$ cat src/rtl/irqx_pkg.sv
package irqx_pkg;

    localparam int NUM_GRP_DEF = 12;
    localparam int GRP_W_DEF   = 8;
    localparam int ADDR_W      = 6;

    localparam logic [ADDR_W-1:0] A_ACK  = 6'd32;
    localparam logic [ADDR_W-1:0] A_CPUF = 6'd33;
    localparam logic [ADDR_W-1:0] A_CPUE = 6'd34;
    localparam logic [ADDR_W-1:0] A_MASK = 6'd35;

    typedef enum logic [2:0] {
        RK_GFLAG, RK_GEN, RK_ACK, RK_CPUF, RK_CPUE, RK_MASK, RK_NONE
    } reg_kind_t;

    typedef struct packed {
        reg_kind_t   kind;
        logic [3:0]  idx;
    } reg_dec_t;

    function automatic reg_dec_t decode_addr(input logic [ADDR_W-1:0] a, input int n);
        reg_dec_t d;
        d.idx  = a[3:0];
        d.kind = RK_NONE;
        case (a[5:4])
            2'd0: if (int'(a[3:0]) < n) d.kind = RK_GFLAG;
            2'd1: if (int'(a[3:0]) < n) d.kind = RK_GEN;
            2'd2: begin
                case (a)
                    A_ACK:   d.kind = RK_ACK;
                    A_CPUF:  d.kind = RK_CPUF;
                    A_CPUE:  d.kind = RK_CPUE;
                    A_MASK:  d.kind = RK_MASK;
                    default: d.kind = RK_NONE;
                endcase
            end
            default: d.kind = RK_NONE;
        endcase
        return d;
    endfunction

endpackage

$ cat src/rtl/irqx_prio.sv
module irqx_prio #(
    parameter int W  = 8,
    localparam int IW = (W > 1) ? $clog2(W) : 1
) (
    input  logic [W-1:0]  req,
    output logic          vld,
    output logic [IW-1:0] idx
);
    // lowest set bit wins: scan downward so the last hit is the lowest
    always_comb begin
        vld = 1'b0;
        idx = '0;
        for (int i = W - 1; i >= 0; i--) begin
            if (req[i]) begin
                vld = 1'b1;
                idx = IW'(i);
            end
        end
    end
endmodule

$ cat src/rtl/irqx_group.sv
module irqx_group #(
    parameter int W  = 8,
    localparam int IW = (W > 1) ? $clog2(W) : 1
) (
    input  logic          clk,
    input  logic          rst,
    input  logic [W-1:0]  src_i,
    input  logic          flag_we,
    input  logic          en_we,
    input  logic          ack_clr,
    input  logic [W-1:0]  wdata,
    input  logic          take_i,
    input  logic [IW-1:0] take_sel,
    output logic [W-1:0]  flag_o,
    output logic [W-1:0]  en_o,
    output logic          ack_o,
    output logic          pulse_o,
    output logic [IW-1:0] sel_o
);
    logic [W-1:0] src_q, flag_q, en_q, flag_n, rise, pend;
    logic         ack_q, any_pend;

    assign rise = src_i & ~src_q;
    assign pend = flag_q & en_q;

    irqx_prio #(.W(W)) u_prio (.req(pend), .vld(any_pend), .idx(sel_o));

    // forward one request, then stay quiet until software releases the latch
    assign pulse_o = ~ack_q & any_pend;

    always_comb begin
        flag_n = flag_we ? wdata : flag_q;
        if (take_i) flag_n[take_sel] = 1'b0;
        flag_n = flag_n | rise;          // a source edge beats any clear
    end

    always_ff @(posedge clk) begin
        if (rst) begin
            src_q  <= '0;
            flag_q <= '0;
            en_q   <= '0;
            ack_q  <= 1'b0;
        end else begin
            src_q  <= src_i;
            flag_q <= flag_n;
            if (en_we) en_q <= wdata;
            if (pulse_o)      ack_q <= 1'b1;
            else if (ack_clr) ack_q <= 1'b0;
        end
    end

    assign flag_o = flag_q;
    assign en_o   = en_q;
    assign ack_o  = ack_q;
endmodule

$ cat src/rtl/irqx_cpu.sv
module irqx_cpu #(
    parameter int N  = 12,
    localparam int LW = (N > 1) ? $clog2(N) : 1
) (
    input  logic          clk,
    input  logic          rst,
    input  logic [N-1:0]  pulse_i,
    input  logic          flag_we,
    input  logic          en_we,
    input  logic          mask_we,
    input  logic [N-1:0]  wdata,
    input  logic          accept_i,
    output logic [N-1:0]  flag_o,
    output logic [N-1:0]  en_o,
    output logic          mask_o,
    output logic          irq_o,
    output logic [LW-1:0] line_o
);
    logic [N-1:0] flag_q, en_q, flag_n, act;
    logic         mask_q, any_act;

    assign act = flag_q & en_q;

    irqx_prio #(.W(N)) u_prio (.req(act), .vld(any_act), .idx(line_o));

    assign irq_o = ~mask_q & any_act;

    always_comb begin
        flag_n = flag_we ? wdata : flag_q;
        if (accept_i) flag_n[line_o] = 1'b0;
        flag_n = flag_n | pulse_i;
    end

    always_ff @(posedge clk) begin
        if (rst) begin
            flag_q <= '0;
            en_q   <= '0;
            mask_q <= 1'b1;
        end else begin
            flag_q <= flag_n;
            if (en_we)   en_q   <= wdata;
            if (mask_we) mask_q <= wdata[0];
        end
    end

    assign flag_o = flag_q;
    assign en_o   = en_q;
    assign mask_o = mask_q;
endmodule

$ cat src/rtl/irq_cascade.sv
module irq_cascade
    import irqx_pkg::*;
#(
    parameter int NUM_GRP = NUM_GRP_DEF,
    parameter int GRP_W   = GRP_W_DEF,
    localparam int NSRC   = NUM_GRP * GRP_W,
    localparam int DATA_W = (NUM_GRP > GRP_W) ? NUM_GRP : GRP_W,
    localparam int VEC_W  = $clog2(NSRC),
    localparam int SEL_W  = (GRP_W > 1) ? $clog2(GRP_W) : 1,
    localparam int LINE_W = (NUM_GRP > 1) ? $clog2(NUM_GRP) : 1
) (
    input  logic              clk,
    input  logic              rst,
    input  logic [NSRC-1:0]   src_i,
    input  logic              bus_we,
    input  logic [ADDR_W-1:0] bus_addr,
    input  logic [DATA_W-1:0] bus_wdata,
    output logic [DATA_W-1:0] bus_rdata,
    output logic              cpu_irq,
    output logic [VEC_W-1:0]  cpu_vec,
    input  logic              cpu_ack
);
    reg_dec_t            dec;
    logic [GRP_W-1:0]    grp_flag [NUM_GRP];
    logic [GRP_W-1:0]    grp_en   [NUM_GRP];
    logic [SEL_W-1:0]    grp_sel  [NUM_GRP];
    logic [NSRC-1:0]     grp_flag_all;
    logic [NUM_GRP-1:0]  grp_ack_all, grp_pulse;
    logic [NUM_GRP-1:0]  cpu_flag, cpu_en;
    logic                gmask, accept;
    logic [LINE_W-1:0]   cpu_line;
    logic [SEL_W-1:0]    win_sel;

    assign dec    = decode_addr(bus_addr, NUM_GRP);
    assign accept = cpu_irq & cpu_ack;

    for (genvar g = 0; g < NUM_GRP; g++) begin : g_grp
        logic hit;
        assign hit = (dec.idx == 4'(g));
        irqx_group #(.W(GRP_W)) u_grp (
            .clk      (clk),
            .rst      (rst),
            .src_i    (src_i[g*GRP_W +: GRP_W]),
            .flag_we  (bus_we && dec.kind == RK_GFLAG && hit),
            .en_we    (bus_we && dec.kind == RK_GEN && hit),
            .ack_clr  (bus_we && dec.kind == RK_ACK && bus_wdata[g]),
            .wdata    (bus_wdata[GRP_W-1:0]),
            .take_i   (accept && cpu_line == LINE_W'(g)),
            .take_sel (win_sel),
            .flag_o   (grp_flag[g]),
            .en_o     (grp_en[g]),
            .ack_o    (grp_ack_all[g]),
            .pulse_o  (grp_pulse[g]),
            .sel_o    (grp_sel[g])
        );
        assign grp_flag_all[g*GRP_W +: GRP_W] = grp_flag[g];
    end

    irqx_cpu #(.N(NUM_GRP)) u_cpu (
        .clk      (clk),
        .rst      (rst),
        .pulse_i  (grp_pulse),
        .flag_we  (bus_we && dec.kind == RK_CPUF),
        .en_we    (bus_we && dec.kind == RK_CPUE),
        .mask_we  (bus_we && dec.kind == RK_MASK),
        .wdata    (bus_wdata[NUM_GRP-1:0]),
        .accept_i (accept),
        .flag_o   (cpu_flag),
        .en_o     (cpu_en),
        .mask_o   (gmask),
        .irq_o    (cpu_irq),
        .line_o   (cpu_line)
    );

    assign win_sel = grp_sel[cpu_line];
    assign cpu_vec = VEC_W'(cpu_line) * VEC_W'(GRP_W) + VEC_W'(win_sel);

    always_comb begin
        case (dec.kind)
            RK_GFLAG: bus_rdata = DATA_W'(grp_flag[dec.idx]);
            RK_GEN:   bus_rdata = DATA_W'(grp_en[dec.idx]);
            RK_ACK:   bus_rdata = DATA_W'(grp_ack_all);
            RK_CPUF:  bus_rdata = DATA_W'(cpu_flag);
            RK_CPUE:  bus_rdata = DATA_W'(cpu_en);
            RK_MASK:  bus_rdata = DATA_W'(gmask);
            default:  bus_rdata = '0;
        endcase
    end
endmodule

$ cat config.mk
export PLATFORM = sky130hd
export DESIGN_NAME = irq_cascade
export DESIGN_NICKNAME = d
export VERILOG_FILES = /design/src/rtl/irqx_pkg.sv /design/src/rtl/irqx_prio.sv /design/src/rtl/irqx_group.sv /design/src/rtl/irqx_cpu.sv /design/src/rtl/irq_cascade.sv
export SDC_FILE = /design/constraint.sdc
export NUM_CORES = 1
export LEC_CHECK = 0
export BUFFER_PORTS_ARGS = -buffer_cell sky130_fd_sc_hd__buf_2
export CAP_MARGIN = 40
export CORE_MARGIN = 8
export CORE_UTILIZATION = 45
export DETAILED_ROUTE_END_ITERATION = 7
export SYNTH_ARGS = -nofsm -noshare
export SYNTH_HDL_FRONTEND = slang
export SYNTH_SLANG_ARGS = --single-unit
$ cat constraint.sdc
create_clock -name clk -period 5.3 [get_ports clk]
set_clock_uncertainty 0.1 [all_clocks]
set_input_delay 0.53 -clock clk [delete_from_list [all_inputs] [get_ports clk]]
set_output_delay 0.53 -clock clk [all_outputs]
set_load 0.05 [all_outputs]
==> impl_metrics.yaml, run 1 <==
status:
  outcome: "complete, no violations"
global_routing:
  use_met1: 0.383
  grt_overflow: 0
  grt_use_met3: 0.0557
  grt.total_usage: 0.270
  met2_usage: 0.399
  grt_pass1_vias: 14500
  grt_busiest_layer: "met2"
  grt_pass1_wl_um: 91100
  grt_max_degree: 175
  antenna_found_initial: 0
finish:
  design_area_um2: 19100
  layout-drive-gt1-share: 0.168
  final_common_cell: "dfxtp_1"
  n_fill_cell: 3423
  area_delta_synth_final_pct: 14.0
  layout.nets: 1985
  num_antenna_cells: 0
  layout_common_cells: "325 x dfxtp_1, 216 x mux2i_1, 164 x nor2_1"
drt:
  dr.pass1.iters: 6
  drtAntennaViolNets: 0
  via_per_inst: 6.36
  drc: 0
  drt_iter0_markers: 1889
  wirelength_um: 61100
  wl_per_cell_um: 25.9
  vias: 15000
worst_setup_path:
  crit_required_ns: 4.67
  path_delay_family: "compound AO/OA/AOI/OAI gates"
  end_kind: "output pin"
  slowest_stage: "o311ai_0"
  path_buf_inv: 3
  cpPeakStageDelay_ns: 0.85
  cp_max_fo: 19
  reg2reg_depth: 9
  path_cells: "a22oi_2 -> o211ai_1 -> nand2_2 -> inv_2 -> o311ai_0 -> and3_1 -> nor2_1 -> inv_1 -> buf_2"
  cp-start-kind: "flip-flop"
  critPathKind: "flip-flop to output pin"
  crit_arrival_ns: 3.95
  cp.depth: 9
die:
  start_util: 0.457
  die_y_um: 209
  placementRows: 70
  die_x_um: 209
  fp.dieArea_um2: 43600
  ioPinCount: 138
  core-area_um2: 36600
placement:
  routabilityCongestion: 1.04
  portBuffers: 137
  dp_hpwl_um: 43600
  place_area_um2: 17900
clock_network:
  numCtsBuffers: 36
  clock_path_buffers: 3
  post-cts-setup-buffers: 0
  cts_tree: "done"
  cts_max_level: 2
  clk_pin_slew_worst_paths_ns: 0.06
  clk_latency_ns: 0.56
  clkSinkCount: 325
  postCtsHoldBufs: 0
  root_buffer: "clkbuf_16"
  cts_resized: 0
synthesis:
  ys_async_sr_fraction: 0
  synth.cell_area_um2: 16700
  yosysWarnings: 0
  synth_edf_count: 0
  syn_avg_cell_area_um2: 9.46
  synth_cell_types: 62
  syn_nets: 1886
  yosys-top-cells-area: "dfxtp_1 39%, mux2i_1 13%, mux4_2 6.6%"
  synth_top_area_frac: 0.389
  yosys.area.top_type: "dfxtp_1"
  synth_flop_cell: "dfxtp_1"
  syn_inst: 1768
  synth-seq-cells: 325
  ys_seq_area_frac: 0.389
job:
  max-cap-violations: 0
power_and_ir_drop:
  total_leakage_power_nw: 7.46
  power_per_cell_area_nw_per_um2: 302
  max-vdd-ir-drop_mv: 0.266
timing:
  setup_viol: 0
  relSlewSlack: 0.285
  rsz0062_at_grt: "no"
  worstMarginPinSlew_ns: 1.07
  min_period_ns: 4.58
  fin_setup_tns_ns: 0
  hold_viol_final: 0
  drv_slew: 0
  fin_crit_sh: 0.864
  fmax_ghz: 0.218
worst_hold_path:
  hold_class: "primary input to flip-flop"
  hold_depth: 2
-- cell type report --
cell class	instances	area [um^2]	share of cell area
Clock buffer	54	1070	0.0561
Clock inverter	9	128	0.00669
Inverter	8	30.0	0.00158
Multi-Input combinational cell	1316	9680	0.508
Sequential cell	325	6510	0.341
Tap cell	468	586	0.0307
Timing Repair Buffer	180	1070	0.0559
-- cells by family (layout without fill, tap and decap cells) --
group,after synthesis,count (layout),synth area share
flip-flops,325,325,0.389
multiplexers,265,265,0.195
buffers and inverters,127,251,0.0335
AND/OR/NAND/NOR,626,626,0.186
AO/OA/AOI/OAI,425,425,0.196
-- power breakdown --
part           internal (mW)  leakage [nW]  switching, mW
logic                  0.231          4.19          0.293
registers               2.55          2.67          0.127
clock network           1.54         0.591           1.03
total                   4.32          7.46           1.45
-- worst reg2reg max path, delay by kind of cell, from the launching register on --
| kind | cells | cell delay [ns] |
|---|---|---|
| flops | 1 | 0.39 |
| simple gates | 2 | 0.78 |
| compound gates | 5 | 1.84 |
| buf+inv | 2 | 0.73 |
-- cell usage after synthesis, types with 6 or more instances --
cell type	count
a311oi_1	10
nor2_1	164
buf_2	10
a221oi_1	9
buf_6	6
a21oi_1	47
o211ai_1	9
a32oi_1	8
o22a_1	6
nor2b_1	113
a22oi_1	44
a32o_1	13
buf_4	7
a22o_1	12
a31o_2	9
nor3_1	16
and3_1	9
o21ai_0	44
mux2i_1	216
buf_1	9
nand2_1	150
a41oi_1	100
a21o_1	88
nand3_1	42
clkbuf_1	87
mux4_2	49
and2_1	8
dfxtp_1	325
nand2b_1	98
-- sequential cells by signal, summed over array words and instances, names as in the netlist --
| name | count |
|---|---|
| g_grp.u_grp.en_o | 96 |
| u_cpu.en_o | 12 |
| g_grp.u_grp.flag_o | 96 |
| g_grp.u_grp.ack_o | 12 |
| u_cpu.flag_o | 12 |
| u_cpu.mask_o | 1 |
| g_grp.u_grp.src_q | 96 |
-- through the flow --
step | hold slack (ns) | utilization | worst slack, ns | total power [mW] | std cells
final | 0.101 | 0.521 | 0.721 | 5.77 | 2360
after global routing | 0.100 | 0.521 | 0.606 | 5.94 | 2360
after CTS | 0.0857 | 0.521 | 0.808 | 5.80 | 2360
after detailed placement | 0.382 | 0.488 | 1.41 | 3.23 | 2297
after global placement | 0.380 | 0.483 | 1.37 | 3.22 | 2277
after floorplan | 0.347 | - | 1.50 | 3.00 | 1768
-- final timing paths --
check | from | end | slack, ns
min | src_i[82] | g_grp[10].u_grp.src_q[2]$_SDFF_PP0_ | 0.10
min reg2reg | u_cpu.en_o[9]$_SDFFE_PP0P_ | u_cpu.en_o[9]$_SDFFE_PP0P_ | 0.40
max reg2reg | u_cpu.flag_o[2]$_SDFF_PP0_ | g_grp[6].u_grp.flag_o[4]$_SDFF_PP0_ | 1.30
max | u_cpu.flag_o[2]$_SDFF_PP0_ | cpu_vec[2] | 0.72
-- routing by layer --
layer | vias to the layer above | share of wire | routed length [um]
met5 | - | 0 | 0
li1 | 6738 | - | -
met3 | 157 | 0.10 | 6150
met4 | 0 | 0.035 | 2170
met2 | 819 | 0.42 | 25700
met1 | 7295 | 0.44 | 27000
No activity file was read; power rests on OpenSTA's default activity.
==> run 2, diff against run 1 <==
--- a/config.mk
+++ b/config.mk
@@ -5,11 +5,12 @@
 export SDC_FILE = /design/constraint.sdc
 export NUM_CORES = 1
 export LEC_CHECK = 0
-export BUFFER_PORTS_ARGS = -buffer_cell sky130_fd_sc_hd__buf_2
+export BUFFER_PORTS_ARGS = -buffer_cell sky130_fd_sc_hd__clkbuf_2
 export CAP_MARGIN = 40
 export CORE_MARGIN = 8
 export CORE_UTILIZATION = 45
 export DETAILED_ROUTE_END_ITERATION = 7
+export SETUP_SLACK_MARGIN = 0.4
 export SYNTH_ARGS = -nofsm -noshare
 export SYNTH_HDL_FRONTEND = slang
 export SYNTH_SLANG_ARGS = --single-unit
==> impl_metrics.yaml, run 2 (synthesis gave the netlist of run 1 again) <==
finish:
  layout-drive-gt1-share: 0.174
  design_area_um2: 19300
  n_fill_cell: 3465
  layout.nets: 1992
  area_delta_synth_final_pct: 15.2
  layout_common_cells: "325 x dfxtp_1, 216 x mux2i_1, 164 x nor2_1"
  num_antenna_cells: 0
  final_common_cell: "dfxtp_1"
clock_network:
  clkSinkCount: 325
  numCtsBuffers: 37
  root_buffer: "clkbuf_16"
  clk_latency_ns: 0.55
  postCtsHoldBufs: 0
  clk_pin_slew_worst_paths_ns: 0.06
  clock_path_buffers: 3
  cts_tree: "done"
  cts_max_level: 2
  post-cts-setup-buffers: 0
  cts_resized: 0
power_and_ir_drop:
  total_leakage_power_nw: 7.57
  max-vdd-ir-drop_mv: 0.250
  p_clk_frac: 0.458
  netSwitchingPower_mw: 1.46
  p_comb_frac: 0.089
  p_int_mw: 4.45
  power_per_cell_area_nw_per_um2: 307
  seq_power_share: 0.452
  switching_share: 0.247
drt:
  drtAntennaViolNets: 0
  wirelength_um: 59600
  wl_per_cell_um: 25.2
  dr.pass1.iters: 6
  vias: 15100
  drc: 0
  via_per_inst: 6.36
  drt_iter0_markers: 1917
global_routing:
  grt.total_usage: 0.266
  grt_overflow: 0
  antenna_found_initial: 0
  grt_pass1_vias: 14500
  grt_max_degree: 171
  grt_pass1_wl_um: 90600
timing:
  worst_slack_ns: 1.04
  drv_slew: 0
  setup_viol: 0
  relSlewSlack: 0.236
  fmax_ghz: 0.235
  fin_setup_tns_ns: 0
  holdWs_ns: 0.105
  min_period_ns: 4.26
  fin_crit_sh: 0.804
  hold_viol_final: 0
  worstMarginPinSlew_ns: 1.15
  rsz0062_at_grt: "no"
worst_setup_path:
  cp-start-kind: "flip-flop"
  cp_max_fo: 14
  end_kind: "output pin"
  critPathKind: "flip-flop to output pin"
  cp-startpoint: "u_cpu.flag_o[3]$_SDFF_PP0_"
  crit_required_ns: 4.67
  crit_arrival_ns: 3.63
  r2r-start: "u_cpu.flag_o[11]$_SDFF_PP0_"
die:
  fp.dieArea_um2: 43600
  die_x_um: 209
  start_util: 0.457
  die_y_um: 209
  ioPinCount: 138
  core-area_um2: 36600
  placementRows: 70
job:
  max-cap-violations: 0
placement:
  place_area_um2: 18000
  dp_hpwl_um: 43000
  portBuffers: 137
  routabilityCongestion: 1.04
  dpl_worst_slack_ns: 1.61
worst_hold_path:
  holdCritStartpoint: "src_i[28]"
  hold_class: "primary input to flip-flop"
status:
  outcome: "complete, no violations"
run 2: path summary, 6_finish.rpt:
path | end | slack, ns | depth (start not counted)
worst max-delay path | cpu_vec[2] | 1.04 | 10
worst min-delay path | g_grp[3].u_grp.src_q[4]$_SDFF_PP0_ | 0.11 | 2
worst min register to register | u_cpu.en_o[1]$_SDFFE_PP0P_ | 0.40 | 2
worst max register to register | g_grp[6].u_grp.flag_o[4]$_SDFF_PP0_ | 1.60 | 9
run 2: power by group through the flow:
stage,clock (mW),sequential [mW],combinational (mW)
after floorplan,0,2.65,0.357
after global placement,0,2.71,0.503
after detailed placement,0,2.71,0.524
after CTS,2.76,2.66,0.526
after global routing,2.86,2.67,0.571
final,2.71,2.67,0.528
run 2: area by class of cell:
type                            instances  area [um^2]  share of cell area
Multi-Input combinational cell       1316         9690               0.503
Sequential cell                       325         6510               0.338
Timing Repair Buffer                  186         1170              0.0606
Clock buffer                           56         1130              0.0585
Tap cell                              468          586              0.0304
Clock inverter                         11          163             0.00844
Inverter                                8         30.0             0.00156
run 2: metrics by stage:
stage	power [mW]	instances	util
floorplan	3.00	1768	-
global placement	3.21	2279	0.484
detailed placement	3.24	2301	0.491
CTS	5.94	2368	0.526
global route	6.10	2370	0.526
finish	5.91	2370	0.526
run 2: per-layer routing:
layer / global-route usage / vias up / routed length (um)
li1: - / 6749 / -
met1: 0.394 / 7328 / 26800
met2: 0.375 / 869 / 24500
met3: 0.0539 / 131 / 6450
met4: 0.0967 / 0 / 1920
met5: 0 / - / 0
run 2: worst max-delay path: stages (launching register included):
cell      delay, ns
dfxtp_1        0.42
nand2_2        0.13
a32oi_4        0.40
o21a_2         0.25
nand2_2        0.28
inv_2          0.37
o31ai_1        0.16
o311ai_2       0.52
nor2_1         0.17
inv_1          0.08
clkbuf_2       0.27
==> run 3, diff against run 2 <==
--- a/config.mk
+++ b/config.mk
@@ -5,11 +5,13 @@
 export SDC_FILE = /design/constraint.sdc
 export NUM_CORES = 1
 export LEC_CHECK = 0
+export ABC_AREA = 1
 export BUFFER_PORTS_ARGS = -buffer_cell sky130_fd_sc_hd__clkbuf_2
 export CAP_MARGIN = 40
 export CORE_MARGIN = 8
 export CORE_UTILIZATION = 45
 export DETAILED_ROUTE_END_ITERATION = 7
+export PLACE_DENSITY = 0.65
 export SETUP_SLACK_MARGIN = 0.4
 export SYNTH_ARGS = -nofsm -noshare
 export SYNTH_HDL_FRONTEND = slang
==> constraint.sdc (replaced) <==
create_clock -name clk -period 3.9 [get_ports clk]
set_clock_uncertainty 0.1 [all_clocks]
set_input_delay 0.39 -clock clk [delete_from_list [all_inputs] [get_ports clk]]
set_output_delay 0.39 -clock clk [all_outputs]
set_load 0.05 [all_outputs]
==> impl_metrics.yaml, run 3 <==
synthesis:
  ys_seq_area_frac: 0.384
  synth_flop_cell: "dfxtp_1"
  yosys.area.top_type: "dfxtp_1"
  syn_avg_cell_area_um2: 6.80
  synth_cell_types: 45
  yosysWarnings: 0
  synth_top_area_frac: 0.384
  synth_most_common_cell: "nand2_1"
  syn_nets: 2609
  yosys-top-cells-count: "598 x nand2_1, 362 x inv_1, 325 x dfxtp_1"
  synth_edf_count: 0
  yosys-top-cells-area: "dfxtp_1 38%, nand2_1 13%, inv_1 8.0%"
  syn_inst: 2491
  synth.cell_area_um2: 16900
  ys_async_sr_fraction: 0
  synth-seq-cells: 325
drt:
  vias: 17800
  drtAntennaViolNets: 0
  wl_per_cell_um: 20.7
  via_per_inst: 5.52
  wirelength_um: 66700
  dr.pass1.iters: 6
  drt_iter0_markers: 1986
  drc: 0
clock_network:
  root_buffer: "clkbuf_16"
  clkSinkCount: 325
  clock_path_buffers: 3
  cts_tree: "done"
  clk_pin_slew_worst_paths_ns: 0.06
  cts_max_level: 2
  clk_latency_ns: 0.57
  numCtsBuffers: 38
worst_setup_path:
  reg2reg_to: "g_grp[8].u_grp.flag_o[1]$_SDFF_PP0_"
  cpPeakStageDelay_ns: 0.34
  crit_top_cell: "nand2_1"
  path_cells: "nand2_1 -> inv_2 -> nand2_1 -> nand2_1 -> nand2_1 -> nand2_1 -> nand2_1 -> nand2_1 -> nand2_1 -> nand2_1 -> nand2_4 -> nand2_8 -> buf_4 -> nand3_1 -> nand2_1 -> nand2_1 -> nand3_1 -> nand3_4 -> buf_4"
  slowest_stage: "dfxtp_1"
  ff2ff_setup_slack_ns: 0.89
  path_buf_inv: 3
  critPathKind: "flip-flop to output pin"
  reg2reg_depth: 23
  r2r-start: "u_cpu.flag_o[11]$_SDFF_PP0_"
  cp_max_fo: 12
  cp-start-kind: "flip-flop"
  path_delay_family: "simple AND/OR/NAND/NOR gates"
  crit_arrival_ns: 2.88
  crit_required_ns: 3.41
  end_kind: "output pin"
timing:
  fin_setup_tns_ns: 0
  rsz0062_at_grt: "no"
  relSlewSlack: 0.415
  fin_crit_sh: 0.863
  worstMarginPinSlew_ns: 0.876
  hold_viol_final: 0
  min_period_ns: 3.37
  holdWs_ns: 0.0178
  setup_viol: 0
  fmax_ghz: 0.297
  drv_slew: 0
  worst_slack_ns: 0.534
global_routing:
  grt_pass1_vias: 16800
  grt_overflow: 0
  antenna_found_initial: 2
  grt_max_degree: 137
  grt.total_usage: 0.293
  grt_pass1_wl_um: 99900
placement:
  dp_hpwl_um: 47100
  dpl_worst_slack_ns: 0.593
  routabilityCongestion: 1.01
  portBuffers: 137
job:
  max-cap-violations: 0
die:
  ioPinCount: 138
  core-area_um2: 37400
  die_x_um: 210
  die_y_um: 210
  fp.dieArea_um2: 44100
  placementRows: 71
  start_util: 0.453
power_and_ir_drop:
  max-vdd-ir-drop_mv: 0.367
  total_leakage_power_nw: 9.47
  power_per_cell_area_nw_per_um2: 399
finish:
  regArea_um2: 6510
  layout.nets: 2799
  multiInputGateArea_um2: 8390
  layout-drive-gt1-share: 0.134
  final_common_cell: "nand2_1"
  area_delta_synth_final_pct: 21.3
  n_fill_cell: 3630
  layout_common_cells: "597 x nand2_1, 361 x inv_1, 325 x dfxtp_1"
  num_antenna_cells: 0
worst_hold_path:
  hold_depth: 3
  worstHoldEndpoint: "g_grp[7].u_grp.src_q[0]$_SDFF_PP0_"
  hold_class: "primary input to flip-flop"
  holdCritStartpoint: "src_i[56]"
status:
  outcome: "complete, no violations"
-- run 3: worst reg2reg max path: stages, from the launching register on --
cell and delay [ns]:
dfxtp_1 0.34, nand2_1 0.11, inv_2 0.05, nand2_1 0.05, nand2_1 0.06, nand2_1 0.09
nand2_1 0.07, nand2_1 0.04, nand2_1 0.05, nand2_1 0.04, nand2_1 0.09, nand2_4 0.10
nand2_8 0.14, buf_4 0.16, nand3_1 0.06, nand2_1 0.09, nand2_1 0.06, nand3_1 0.19
nand3_4 0.23, nor2_4 0.15, buf_4 0.32, nand3_1 0.15, nand2_1 0.09, nand2_1 0.06
-- run 3: timing repair --
| item | in CTS | in global routing |
|---|---|---|
| hold buffers | 98 | 0 |
| gates cloned | 0 | 2 |
| hold endpoints to repair | 103 | 0 |
| pin swaps | 1 | 4 |
| setup endpoints to repair | 3 | 3 |
| setup buffers | 3 | 5 |
| gates resized for setup | 8 | 11 |
-- run 3: final cells by class --
class,count,area share
inverters,372,0.0680
multi-input cells,1654,0.408
flip-flops and latches,325,0.317
well taps,511,0.0311
clock buffers,56,0.0540
clock inverters,11,0.00645
repair buffers,290,0.115
-- run 3: how the worst max path moves through the flow --
| stage | cells after the start | endpoint | from | slack, ns |
|---|---|---|---|---|
| floorplan | 10 | cpu_vec[0] | u_cpu.flag_o[0]$_SDFF_PP0_ | 0.81 |
| global placement | 11 | cpu_vec[2] | u_cpu.flag_o[9]$_SDFF_PP0_ | 0.65 |
| detailed placement | 13 | g_grp[2].u_grp.flag_o[5]$_SDFF_PP0_ | u_cpu.flag_o[11]$_SDFF_PP0_ | 0.59 |
| CTS | 20 | cpu_vec[2] | u_cpu.flag_o[11]$_SDFF_PP0_ | 0.34 |
| global route | 21 | cpu_vec[2] | u_cpu.en_o[11]$_SDFFE_PP0P_ | 0.42 |
| finish | 19 | cpu_vec[1] | u_cpu.flag_o[11]$_SDFF_PP0_ | 0.53 |
-- run 3: per-layer routing --
metal / vias up / GRT usage / part of all wire
li1: 8553 / - / -
met1: 8192 / 0.400 / 0.44
met4: 0 / 0.119 / 0.039
met3: 156 / 0.0860 / 0.11
met5: - / 0.00333 / 0
met2: 874 / 0.427 / 0.42
-- run 3: logic make-up after synthesis --
family | synth area share
AO/OA/AOI/OAI | 0.225
buffers and inverters | 0.126
flip-flops | 0.384
AND/OR/NAND/NOR | 0.264
-- run 3: report_power, final --
part           total (mW)  switching, mW  internal [mW]
registers            3.66          0.175           3.49
logic               0.932          0.572          0.361
clock network        3.60           1.49           2.11
-- run 3: stage by stage --
stage          total power, mW  cells   util  cell area (um^2)
4_1_cts                   8.20   3212  0.547             20400
6_report                  8.20   3219  0.549             20500
3_5_place_dp              4.55   3044  0.485             18200
5_1_grt                   8.46   3219  0.549             20500
2_1_floorplan             4.16   2491      -             16900
3_3_place_gp              4.53   3040  0.483             18100
